### config.mk
export PLATFORM = sky130hd
export DESIGN_NAME = coin_vend_fsm
export DESIGN_NICKNAME = d
export VERILOG_FILES = /design/src/rtl/coin_vend_fsm.sv
export SDC_FILE = /design/constraint.sdc
export NUM_CORES = 1
export LEC_CHECK = 0
export BUFFER_PORTS_ARGS = -buffer_cell sky130_fd_sc_hd__clkbuf_2
export CAP_MARGIN = 20
export CORE_AREA = 2 2 39 41
export DETAILED_ROUTE_END_ITERATION = 6
export DIE_AREA = 0 0 41 43
export HOLD_SLACK_MARGIN = 0.06
export REMOVE_ABC_BUFFERS = 1
export SYNTH_ARGS = -nofsm -noshare
export SYNTH_HDL_FRONTEND = slang
export SYNTH_SLANG_ARGS = --single-unit
### constraint.sdc
create_clock -name clk_i -period 3.7 [get_ports clk_i]
set_input_delay 0.37 -clock clk_i [delete_from_list [all_inputs] [get_ports clk_i]]
set_output_delay 0.37 -clock clk_i [all_outputs]
set_load 0.05 [all_outputs]
### src/rtl/coin_vend_fsm.sv
module coin_vend_fsm (
  input  logic clk_i,
  input  logic rst_i,
  input  logic coin5_i,
  input  logic coin10_i,
  output logic vend_moore_o,
  output logic vend_mealy_o
);

  typedef enum logic [1:0] {
    CR0  = 2'b00,
    CR5  = 2'b01,
    CR10 = 2'b10,
    CR15 = 2'b11
  } credit_t;

  credit_t cr_q, cr_d;
  logic    mealy_q;
  logic    one_coin, lone5, lone10, mealy_now;

  assign one_coin = coin5_i ^ coin10_i;
  assign lone5    = one_coin & coin5_i;
  assign lone10   = one_coin & coin10_i;

  always_comb begin
    cr_d = cr_q;
    if (cr_q != CR15) begin
      if (lone5)
        cr_d = credit_t'(cr_q + 2'd1);
      else if (lone10)
        cr_d = (cr_q == CR0) ? CR10 : CR15;
    end
  end

  assign mealy_now = (cr_q == CR15)
                   | (lone5  & (cr_q == CR10))
                   | (lone10 & ((cr_q == CR5) | (cr_q == CR10)));

  always_ff @(posedge clk_i) begin
    if (rst_i) begin
      cr_q    <= CR0;
      mealy_q <= 1'b0;
    end else begin
      cr_q    <= cr_d;
      mealy_q <= mealy_now;
    end
  end

  assign vend_moore_o = (cr_q == CR15);
  assign vend_mealy_o = mealy_q;


  reset_clear_chk: assert property (@(posedge clk_i)
    rst_i |=> (cr_q == CR0) && !vend_mealy_o);


  idle_hold_chk: assert property (@(posedge clk_i) disable iff (rst_i)
    (!coin5_i && !coin10_i) |=> $stable(cr_q));


  both_ignored_chk: assert property (@(posedge clk_i) disable iff (rst_i)
    (coin5_i && coin10_i) |=> $stable(cr_q));


  full_sticky_chk: assert property (@(posedge clk_i) disable iff (rst_i)
    (cr_q == CR15) |=> (cr_q == CR15));


  nickel_step_chk: assert property (@(posedge clk_i) disable iff (rst_i)
    (cr_q == CR0 && lone5) |=> (cr_q == CR5));


  forms_agree_chk: assert property (@(posedge clk_i) disable iff (rst_i)
    vend_mealy_o == vend_moore_o);

endmodule

==> flow_metrics.py <==
metrics = {
    "routing": {
        "wl_per_cell_um": 8.32,
        "first_pass_iters": 4,
        "drt_iter0_markers": 5,
        "drc": 0,
        "wirelength_um": 391,
        "vias": 183,
        "ant_nets": 0,
        "via_per_inst": 3.89,
    },
    "timing": {
        "timing.fmax_mhz": 649,
        "slew_violations": 0,
        "hold_viol": 0,
        "finalCriticalPeriod_ps": 1540,
        "tightest_slew_ps": 298,
        "rsz0062_at_grt": "false",
        "fin_tns_setup_ps": 0,
        "hold_ws_ps": 333,
        "max-slew-margin-rel_pct": 79.9,
        "min_period_over_period_pct": 41.7,
        "finClkSkew_ps": 4.57,
        "finalSetupViolCount": 0,
    },
    "power": {
        "leakage_uw": 0.000139,
        "peakVddDrop_uv": 92.5,
        "powerDensity_nw_per_um2": 430,
    },
    "floorplan": {
        "die_area_um2": 1760,
        "start_util_pct": 15.5,
        "die_x_um": 41,
        "rows": 14,
        "num_io_pins": 6,
        "die_h_um": 43,
        "core_um2": 1380,
    },
    "clock_tree": {
        "cts_root_buffer": "clkbuf_4",
        "cts_setup_buffers": 0,
        "clkLatencyLatePin_ps": 230,
        "htree_levels": 1,
        "cts_tree": "yes",
        "clk_pin_slew_ps": 40,
        "clock_tree.buffer_depth": 2,
        "cts_hold_buffers": 0,
        "clock_sinks": 3,
        "ctsResizeCount": 0,
        "cts_buffers": 3,
    },
    "logic_synthesis": {
        "syn_area_um2": 214,
        "ys_seq_area_share_pct": 28.1,
        "yosysWarnings": 0,
        "synth_cells": 22,
        "ys_top_cells_by_area": "ha_1 35%, dfxtp_1 28%, inv_1 7.0%",
        "yosys.area.top_type": "ha_1",
        "ys_ff_latch": 3,
        "synth.distinct_cells": 12,
        "synth_top_area_share_pct": 35.1,
        "synth_area_per_cell_um2": 9.73,
    },
    "run": {
        "drv_cap": 0,
    },
    "hold_path": {
        "hold_path.class": "input pin to register",
    },
    "final_layout": {
        "area_growth_pct": 33.3,
        "final-instance-count-excl-fill": 47,
        "multi_input_area_um2": 139,
        "nFillCells": 149,
        "final_nets": 42,
        "final_layout_size_suffix_gt1_share_pct": 29.0,
        "diodes": 0,
        "regArea_um2": 60.1,
    },
    "critical_path": {
        "crit_type": "register to primary output",
        "critPathArrivalTime_ps": 1170,
        "r2r_slack_ps": 2320,
        "path_cells": "ha_1, clkbuf_2",
        "path_buf_inv": 1,
        "critPathMaxStageDelay_ps": 360,
        "end_kind": "primary output",
        "required_ps": 3330,
        "critical-path-top-delay-family": "flip-flops",
        "worstPathMaxFanout": 7,
        "cp-start-kind": "register",
        "slowest_stage": "dfxtp_1",
    },
    "global_routing": {
        "grt_pass1_wl_um": 724,
        "antenna_found_initial": 0,
        "grt_max_degree": 8,
        "grtUsageTotal_pct": 6.42,
        "grt_pass1_vias": 195,
        "grt_overflow": 0,
    },
    "placed_design": {
        "gp_congestion": 0.721,
        "dpl.cell_count": 43,
        "hpwl_um": 324,
        "numPortBuffers": 5,
    },
    "status": {
        "status": "finished, final reports clean",
    },
}
Yosys cell counts, drive strengths merged:
cell    number
or4          1
a31oi        1
nor4b        1
a221oi       1
a211oi       1
ha           6
dfxtp        3
nor2         1
or4b         1
o21ai        1
or2          1
inv          4
area by class of cell:
cell class / count / area share, %
repair buffers: 5 / 8.77
inverters: 4 / 5.26
flip-flops and latches: 3 / 21.1
well taps: 16 / 7.02
clock buffers: 4 / 9.21
multi-input cells: 15 / 48.7
final timing paths:
| kind | endpoint | from | cells after the start |
|---|---|---|---|
| setup / recovery | vend_moore_o | cr_q[0] | 2 |
| hold / removal | cr_q[0] | rst_i | 2 |
| setup reg to reg | cr_q[0] | cr_q[0] | 4 |
| hold reg to reg | cr_q[0] | cr_q[0] | 2 |
state kept, by name, summed over array words and instances, names as in the netlist:
| signal | count |
|---|---|
| vend_mealy_o | 1 |
| cr_q | 2 |
report_power, final:
| group | total, uW | internal (uW) | switching (uW) | leakage [uW] |
|---|---|---|---|---|
| Clock | 57.3 | 40.4 | 16.9 | 0.0000150 |
| Sequential | 38.8 | 36.2 | 2.60 | 0.0000248 |
| Combinational | 26.6 | 10.6 | 16.0 | 0.0000988 |
| Total | 123 | 87.1 | 35.5 | 0.000139 |
through the flow:
step / worst slack (ps) / area (um^2) / util, % / power (uW)
after floorplan: 2240 / 214 / - / 58.7
after global placement: 2100 / 259 / 18.7 / 65.4
after detailed placement: 2100 / 259 / 18.7 / 66.0
after CTS: 2150 / 285 / 20.6 / 126
after global routing: 2080 / 285 / 20.6 / 134
final: 2160 / 285 / 20.6 / 123
routing by layer:
layer / global-route usage [%] / vias up / wire length (um)
met5: 0 / - / 0
met4: 8.00 / 0 / 0
met3: 1.57 / 0 / 18
met2: 7.81 / 4 / 182
met1: 7.69 / 84 / 191
li1: - / 95 / -
cells by family after synthesis:
| kind of cell | synth area share, % |
|---|---|
| simple gates | 17.0 |
| compound gates | 12.9 |
| fa+ha+maj | 35.1 |
| flops | 28.1 |
| buf+inv | 7.02 |
cell usage in the layout (no fill, tap or decap):
master / synthesis / final
ha_1: 6 / 6
clkbuf_2: 0 / 5
inv_1: 4 / 4
clkbuf_4: 0 / 3
dfxtp_1: 3 / 3
or2_2: 1 / 1
nor4b_1: 1 / 1
a211oi_1: 1 / 1
a221oi_1: 1 / 1
nor2_1: 1 / 1
o21ai_0: 1 / 1
or4b_1: 1 / 1
or4_1: 1 / 1
a31oi_1: 1 / 1
clkbuf_1: 0 / 1
No activity file was read; power rests on OpenSTA's default activity.
